### src/rtl/slev_pkg.sv
// Shared constants and types for the per-line sprite evaluator.
// Assumes a 14-bit byte-addressed video memory.
package slev_pkg;
    localparam int VA_W = 14;

    typedef enum logic [2:0] {
        F_OFF,
        F_WAIT,
        F_CHECK,
        F_TILE,
        F_EMIT,
        F_DONE
    } fetch_state_t;
endpackage

### src/rtl/slev_ycache.sv
// Vertical-position cache. Snoops CPU video-memory writes and keeps the ones
// that land in the first ENTRIES bytes of the attribute page.
// Assumes ENTRIES is a power of two no larger than 128. Two combinational
// read ports serve the scanner.
module slev_ycache #(
    parameter int ENTRIES = 64,
    localparam int IW = $clog2(ENTRIES)
) (
    input  logic          clk,
    input  logic          rst_n,
    input  logic          wr_en,
    input  logic [13:0]   wr_addr,
    input  logic [7:0]    wr_data,
    input  logic [5:0]    attr_page,
    input  logic [IW-1:0] rd_a,
    input  logic [IW-1:0] rd_b,
    output logic [7:0]    y_a,
    output logic [7:0]    y_b
);
    logic [7:0] ymem [ENTRIES];
    logic       in_window;

    // decide whether a write falls inside the cached window
    assign in_window = (wr_addr[13:8] == attr_page) && (wr_addr[7:IW] == '0);

    // store captured writes
    always_ff @(posedge clk) begin
        if (!rst_n) begin
            for (int i = 0; i < ENTRIES; i++) ymem[i] <= '0;
        end else if (wr_en && in_window) begin
            ymem[wr_addr[IW-1:0]] <= wr_data;
        end
    end

    assign y_a = ymem[rd_a];
    assign y_b = ymem[rd_b];
endmodule

### src/rtl/slev_scan.sv
// Scanner. Tests two cached positions per clock against the next line and
// fills the slot list from the highest slot downward. Stops when the table
// is exhausted or every slot is taken.
// Assumes line_start is a single-cycle strobe.
module slev_scan #(
    parameter int ENTRIES = 64,
    parameter int SLOTS   = 16,
    localparam int IW = $clog2(ENTRIES),
    localparam int SW = $clog2(SLOTS)
) (
    input  logic          clk,
    input  logic          rst_n,
    input  logic          line_start,
    input  logic [7:0]    cur_line,
    input  logic          tall_mode,
    output logic [IW-1:0] yrd_a,
    output logic [IW-1:0] yrd_b,
    input  logic [7:0]    y_a,
    input  logic [7:0]    y_b,
    output logic [7:0]    target,
    output logic          busy,
    output logic [IW:0]   idx,
    output logic [SW:0]   free_cnt,
    input  logic [SW-1:0] rd_sel,
    output logic [IW-1:0] rd_idx,
    output logic [7:0]    rd_y
);
    localparam logic [SW:0]   ONE_F  = 1;
    localparam logic [SW:0]   ALL_F  = SLOTS;
    localparam logic [IW:0]   ONE_I  = 1;
    localparam logic [IW:0]   TWO_I  = 2;
    localparam logic [IW:0]   END_I  = ENTRIES;
    localparam logic [IW-1:0] ONE_R  = 1;

    logic [IW-1:0] slot_idx [SLOTS];
    logic [7:0]    slot_y   [SLOTS];
    logic          tall_q;
    logic          hit_a, hit_b, claim_a, claim_b, test_b, busy_n;
    logic [SW:0]   free_a, free_b, sa, sb;
    logic [IW:0]   idx_n;

    function automatic logic y_hit(input logic [7:0] y, input logic [7:0] t,
                                   input logic tall);
        logic [7:0] row;
        row = t - y;
        return (t >= y) && (tall ? (row < 8'd16) : (row < 8'd8));
    endfunction

    assign yrd_a = idx[IW-1:0];
    assign yrd_b = idx[IW-1:0] + ONE_R;

    // pair evaluation and slot bookkeeping for this cycle
    always_comb begin
        hit_a   = y_hit(y_a, target, tall_q);
        hit_b   = y_hit(y_b, target, tall_q);
        claim_a = busy && hit_a;
        free_a  = claim_a ? free_cnt - ONE_F : free_cnt;
        test_b  = busy && (free_a != '0);
        claim_b = test_b && hit_b;
        free_b  = claim_b ? free_a - ONE_F : free_a;
        idx_n   = idx + (test_b ? TWO_I : ONE_I);
        busy_n  = (idx_n < END_I) && (free_b != '0);
        sa      = free_cnt - ONE_F;
        sb      = free_a - ONE_F;
    end

    // scan control: restart on strobe, advance while busy
    always_ff @(posedge clk) begin
        if (!rst_n) begin
            busy     <= 1'b0;
            idx      <= '0;
            free_cnt <= ALL_F;
            target   <= '0;
            tall_q   <= 1'b0;
        end else if (line_start) begin
            busy     <= 1'b1;
            idx      <= '0;
            free_cnt <= ALL_F;
            target   <= cur_line + 8'd1;
            tall_q   <= tall_mode;
        end else if (busy) begin
            idx      <= idx_n;
            free_cnt <= free_b;
            busy     <= busy_n;
        end
    end

    // slot list writes
    always_ff @(posedge clk) begin
        if (claim_a) begin
            slot_idx[sa[SW-1:0]] <= yrd_a;
            slot_y[sa[SW-1:0]]   <= y_a;
        end
        if (claim_b) begin
            slot_idx[sb[SW-1:0]] <= yrd_b;
            slot_y[sb[SW-1:0]]   <= y_b;
        end
    end

    assign rd_idx = slot_idx[rd_sel];
    assign rd_y   = slot_y[rd_sel];
endmodule

### src/rtl/slev_fetch.sv
// Fetcher. Walks occupied slots from the top down and reads each sprite's
// X and tile bytes (read data one cycle after the request). Emits one draw
// entry per sprite and flags overflow when the draw entries run out.
// Assumes the scanner holds the slot list stable once it is idle.
module slev_fetch import slev_pkg::*; #(
    parameter int ENTRIES   = 64,
    parameter int SLOTS     = 16,
    parameter int MAX_DRAWS = 8,
    localparam int IW  = $clog2(ENTRIES),
    localparam int SW  = $clog2(SLOTS),
    localparam int DCW = $clog2(MAX_DRAWS + 1),
    localparam int DNW = (MAX_DRAWS > 1) ? $clog2(MAX_DRAWS) : 1
) (
    input  logic            clk,
    input  logic            rst_n,
    input  logic            line_start,
    input  logic            scan_busy,
    input  logic [SW:0]     free_cnt,
    input  logic [7:0]      target,
    input  logic [IW-1:0]   slot_idx,
    input  logic [7:0]      slot_y,
    input  logic [5:0]      attr_page,
    input  logic            pat_hi,
    input  logic [7:0]      mem_rd_data,
    output logic [SW-1:0]   slot_sel,
    output logic            mem_rd_en,
    output logic [VA_W-1:0] mem_rd_addr,
    output logic            draw_valid,
    output logic [7:0]      draw_x,
    output logic [VA_W-1:0] draw_addr,
    output logic [DNW-1:0]  draw_num,
    output logic            overflow,
    output logic            done
);
    localparam logic [SW:0]  ONE_P = 1;
    localparam logic [SW:0]  ALL_P = SLOTS;
    localparam logic [DCW-1:0] ONE_D = 1;
    localparam logic [DCW-1:0] ALL_D = MAX_DRAWS;

    fetch_state_t   state;
    logic [SW:0]    pos;
    logic [DCW-1:0] draws;
    logic [DCW-1:0] draws_m1;
    logic [7:0]     x_hold;
    logic [7:0]     row8;
    logic [SW:0]    pos_m1;
    logic           more;

    assign pos_m1   = pos - ONE_P;
    assign slot_sel = pos_m1[SW-1:0];
    assign more     = pos > free_cnt;
    assign draws_m1 = draws - ONE_D;
    assign row8     = target - slot_y;

    // attribute read request for the X byte or the tile byte
    always_comb begin
        mem_rd_en   = ((state == F_CHECK) && more && (draws != '0)) || (state == F_TILE);
        mem_rd_addr = {attr_page, 8'h80} | (VA_W'(slot_idx) << 1)
                    | {{(VA_W-1){1'b0}}, state == F_TILE};
    end

    // fetch sequencing, draw output and overflow flag
    always_ff @(posedge clk) begin
        if (!rst_n) begin
            state      <= F_OFF;
            pos        <= ALL_P;
            draws      <= ALL_D;
            x_hold     <= '0;
            draw_valid <= 1'b0;
            draw_x     <= '0;
            draw_addr  <= '0;
            draw_num   <= '0;
            overflow   <= 1'b0;
        end else if (line_start) begin
            state      <= F_WAIT;
            draw_valid <= 1'b0;
            overflow   <= 1'b0;
        end else begin
            draw_valid <= 1'b0;
            unique case (state)
                F_WAIT: if (!scan_busy) begin
                    pos   <= ALL_P;
                    draws <= ALL_D;
                    state <= F_CHECK;
                end
                F_CHECK: begin
                    if (!more) begin
                        state <= F_DONE;
                    end else if (draws == '0) begin
                        overflow <= 1'b1;
                        state    <= F_DONE;
                    end else begin
                        state <= F_TILE;
                    end
                end
                F_TILE: begin
                    x_hold <= mem_rd_data;
                    state  <= F_EMIT;
                end
                F_EMIT: begin
                    draw_valid <= 1'b1;
                    draw_x     <= x_hold;
                    draw_addr  <= {pat_hi, 13'd0} + {1'b0, mem_rd_data, 5'd0}
                                + {8'd0, row8[3:0], 2'd0};
                    draw_num   <= draws_m1[DNW-1:0];
                    draws      <= draws_m1;
                    pos        <= pos_m1;
                    state      <= F_CHECK;
                end
                default: ;
            endcase
        end
    end

    assign done = (state == F_DONE);
endmodule

### src/rtl/sprite_line_eval.sv
// Per-line sprite evaluator top. Joins the position cache, the scanner and
// the fetcher. Assumes the attribute read port answers one cycle after a
// request and that line_start comes once per line.
module sprite_line_eval import slev_pkg::*; #(
    parameter int ENTRIES   = 64,
    parameter int SLOTS     = 16,
    parameter int MAX_DRAWS = 8,
    localparam int DNW = (MAX_DRAWS > 1) ? $clog2(MAX_DRAWS) : 1
) (
    input  logic            clk,
    input  logic            rst_n,
    input  logic            line_start,
    input  logic [7:0]      cur_line,
    input  logic            tall_mode,
    input  logic [5:0]      attr_page,
    input  logic            pat_hi,
    input  logic            ywr_en,
    input  logic [VA_W-1:0] ywr_addr,
    input  logic [7:0]      ywr_data,
    output logic            mem_rd_en,
    output logic [VA_W-1:0] mem_rd_addr,
    input  logic [7:0]      mem_rd_data,
    output logic            draw_valid,
    output logic [7:0]      draw_x,
    output logic [VA_W-1:0] draw_addr,
    output logic [DNW-1:0]  draw_num,
    output logic            sprite_overflow,
    output logic            eval_done
);
    localparam int IW = $clog2(ENTRIES);
    localparam int SW = $clog2(SLOTS);

    logic [IW-1:0] yrd_a, yrd_b, slot_idx;
    logic [7:0]    y_a, y_b, slot_y, target;
    logic          scan_busy;
    logic [IW:0]   scan_idx;
    logic [SW:0]   scan_free;
    logic [SW-1:0] slot_sel;

    slev_ycache #(.ENTRIES(ENTRIES)) u_cache (
        .clk(clk), .rst_n(rst_n), .wr_en(ywr_en), .wr_addr(ywr_addr),
        .wr_data(ywr_data), .attr_page(attr_page), .rd_a(yrd_a), .rd_b(yrd_b),
        .y_a(y_a), .y_b(y_b)
    );

    slev_scan #(.ENTRIES(ENTRIES), .SLOTS(SLOTS)) u_scan (
        .clk(clk), .rst_n(rst_n), .line_start(line_start), .cur_line(cur_line),
        .tall_mode(tall_mode), .yrd_a(yrd_a), .yrd_b(yrd_b), .y_a(y_a), .y_b(y_b),
        .target(target), .busy(scan_busy), .idx(scan_idx), .free_cnt(scan_free),
        .rd_sel(slot_sel), .rd_idx(slot_idx), .rd_y(slot_y)
    );

    slev_fetch #(.ENTRIES(ENTRIES), .SLOTS(SLOTS), .MAX_DRAWS(MAX_DRAWS)) u_fetch (
        .clk(clk), .rst_n(rst_n), .line_start(line_start), .scan_busy(scan_busy),
        .free_cnt(scan_free), .target(target), .slot_idx(slot_idx), .slot_y(slot_y),
        .attr_page(attr_page), .pat_hi(pat_hi), .mem_rd_data(mem_rd_data),
        .slot_sel(slot_sel), .mem_rd_en(mem_rd_en), .mem_rd_addr(mem_rd_addr),
        .draw_valid(draw_valid), .draw_x(draw_x), .draw_addr(draw_addr),
        .draw_num(draw_num), .overflow(sprite_overflow), .done(eval_done)
    );
endmodule

### config.mk
export PLATFORM = sky130hd
export DESIGN_NAME = sprite_line_eval
export DESIGN_NICKNAME = d
export VERILOG_FILES = /design/src/rtl/slev_pkg.sv /design/src/rtl/slev_ycache.sv /design/src/rtl/slev_scan.sv /design/src/rtl/slev_fetch.sv /design/src/rtl/sprite_line_eval.sv
export SDC_FILE = /design/constraint.sdc
export NUM_CORES = 1
export LEC_CHECK = 0
export BUFFER_PORTS_ARGS = -buffer_cell sky130_fd_sc_hd__buf_2
export CELL_PAD_IN_SITES_DETAIL_PLACEMENT = 0
export CELL_PAD_IN_SITES_GLOBAL_PLACEMENT = 2
export CORE_UTILIZATION = 45
export DETAILED_ROUTE_END_ITERATION = 8
export PLACE_DENSITY = 0.88
export SKIP_CTS_REPAIR_TIMING = 1
export SLEW_MARGIN = 10
export SYNTH_ARGS = -nofsm -noshare
export SYNTH_HDL_FRONTEND = slang
export SYNTH_HIERARCHICAL = 1
export SYNTH_SLANG_ARGS = --single-unit
### constraint.sdc
create_clock -name clk -period 15.1 [get_ports clk]
set_clock_uncertainty 0.15 [all_clocks]
set_input_delay 3.02 -clock clk [delete_from_list [all_inputs] [get_ports clk]]
set_output_delay 3.02 -clock clk [all_outputs]
set_load 0.1 [all_outputs]
==> impl_metrics.env <==
export IMPL_drc=0
export IMPL_max_stage_delay_ns=0.78
export IMPL_peakVddDrop_uv=92.1
export IMPL_syn_inst=3002
export IMPL_clockBufferDepth=3
export IMPL_crit_type="reg -> reg"
export IMPL_postSynthAreaPerCell_um2=13.8
export IMPL_grt_pass1_wl_um=174000
export IMPL_initial_utilization=0.454
export IMPL_core_area_mm2=0.0915
export IMPL_vias=26100
export IMPL_vias_per_cell=6.24
export IMPL_htreeDepth=3
export IMPL_placed_cells_incl_taps=4032
export IMPL_preCtsSetupSlack_ns=5.35
export IMPL_syn2layout_area_growth_pct=8.34
export IMPL_tightest_slew_ns=1.16
export IMPL_worst_path_max_delay_cell="clkinv_1"
export IMPL_fin_crit_ns=9.84
export IMPL_cp_end_kind="flop"
export IMPL_antenna_found_initial=3
export IMPL_critPathBufInv=3
export IMPL_grt_pass1_vias=25700
export IMPL_port_buffers=89
export IMPL_num_rows=111
export IMPL_io_pins=93
export IMPL_maxSlewViolCount=0
export IMPL_status="finished clean"
export IMPL_cts_sinks=739
export IMPL_first_pass_iters=8
export IMPL_drv_cap=0
export IMPL_chipHeight_um=306
export IMPL_maxSlewHeadroom=0.226
export IMPL_cpMostUsedCell="a21oi_1"
export IMPL_crit_family="compound AO/OA/AOI/OAI gates"
export IMPL_stdcell_count=4176
export IMPL_period_share=0.652
export IMPL_cts_tree="built"
export IMPL_yosys_warnings=6
export IMPL_finalWeightedCongestion=0.914
export IMPL_hold_viol=0
export IMPL_path_cells="buf_4, buf_4, mux4_2, mux4_2, a21oi_1, o21ai_0, clkinv_1, ha_1, a21o_1, a21oi_1, a221o_1, a2111oi_4, nand3_2, a21oi_1, ha_1, xor2_1, nand2_1, nor2_1, a31oi_1, o32ai_1, nand3_2, nor2_1, a21o_1"
export IMPL_cts_root_buf="clkbuf_16"
export IMPL_worst_slack_ns=5.26
export IMPL_die_area_mm2=0.0936
export IMPL_final_area_mm2=0.0450
export IMPL_setup_violations=0
export IMPL_final_util=0.492
export IMPL_layout_drive_gt1_share=0.239
export IMPL_min_path_type="reg -> reg"
export IMPL_grt_max_degree=113
export IMPL_post_dp_hpwl_um=78000
export IMPL_p_leak_nw=15.5
export IMPL_clock_latency_ns=0.64
export IMPL_tns_ns=0
export IMPL_power_mw=4.85
export IMPL_cp_max_fo=39
export IMPL_mostFrequentLayoutCell="edfxtp_1"
export IMPL_startpoint_type="flop"
export IMPL_cts_inserted_buffers=80
export IMPL_initialDrtViolationCount=2824
export IMPL_wl_per_cell_um=28.0
export IMPL_final_nets=3022
export IMPL_die_w_um=306
export IMPL_grt_use_total=0.250
export IMPL_crit_arrival_ns=9.98
export IMPL_rsz0062_at_grt="no"
export IMPL_pwr_density_cell_mw_per_mm2=108
export IMPL_max_freq_ghz=0.102
export IMPL_syn_area_mm2=0.0416
export IMPL_grt_ovfl_total=0
export IMPL_finalWirelength_um=117000
export IMPL_fin_hold_ws_ns=0.304
export IMPL_placed_cell_area_mm2=0.0424
export IMPL_worstPathRequired_ns=15.24
export IMPL_clk_pin_slew_ns=0.06
export IMPL_mostFrequentLayoutCells="edfxtp_1 (672), and2_1 (521), mux4_2 (308)"
export IMPL_ant_nets=0
==> path summary, 6_finish.rpt <==
| check | from | end | slack (ns) | cells after the start |
|---|---|---|---|---|
| setup / recovery | u_scan/idx[0] | u_scan/slot_idx[3][5] | 5.26 | 23 |
| setup reg to reg | u_scan/idx[0] | u_scan/slot_idx[3][5] | 5.26 | 23 |
| hold / removal | u_fetch/draw_x[3] | u_fetch/draw_x[3] | 0.30 | 2 |
| hold reg to reg | u_fetch/draw_x[3] | u_fetch/draw_x[3] | 0.30 | 2 |
==> report_power, final <==
group	total [mW]	internal (mW)	switching, mW
registers	2.36	2.30	0.0559
clock network	1.99	1.17	0.815
logic	0.504	0.202	0.302
==> tightest hold or removal path, cell delays in order (launching register included) <==
cell and delay (ns):
dfxtp_1 0.31, nand2_1 0.05, a21oi_1 0.05
==> layout make-up <==
class / count / area, um2
antenna: 1 / 2.50
clock buffer: 96 / 2130
clock inverter: 47 / 488
fill: 7743 / 46500
inverter: 51 / 199
multi-input combinational: 1924 / 18400
sequential: 739 / 21500
tap: 1186 / 1480
timing repair buffer: 132 / 783
==> registers in the layout, summed over array words and instances, names as in the netlist, 4 cells and up <==
| register | count |
|---|---|
| u_fetch/x_hold | 8 |
| u_fetch/draws | 4 |
| u_scan/slot_idx | 96 |
| u_scan/slot_y | 64 |
| u_scan/free_cnt | 5 |
| u_fetch/pos | 5 |
| u_fetch/draw_x | 8 |
| u_scan/idx | 7 |
| u_fetch/draw_addr | 12 |
| u_scan/target | 8 |
| u_cache/ymem | 512 |
==> routing by layer <==
layer / track usage / share of wire
met4: 0.0868 / 0.035
met1: 0.343 / 0.40
met2: 0.405 / 0.48
met5: 0 / 0.00016
met3: 0.0376 / 0.083
Power figures use the tool's default switching activity.
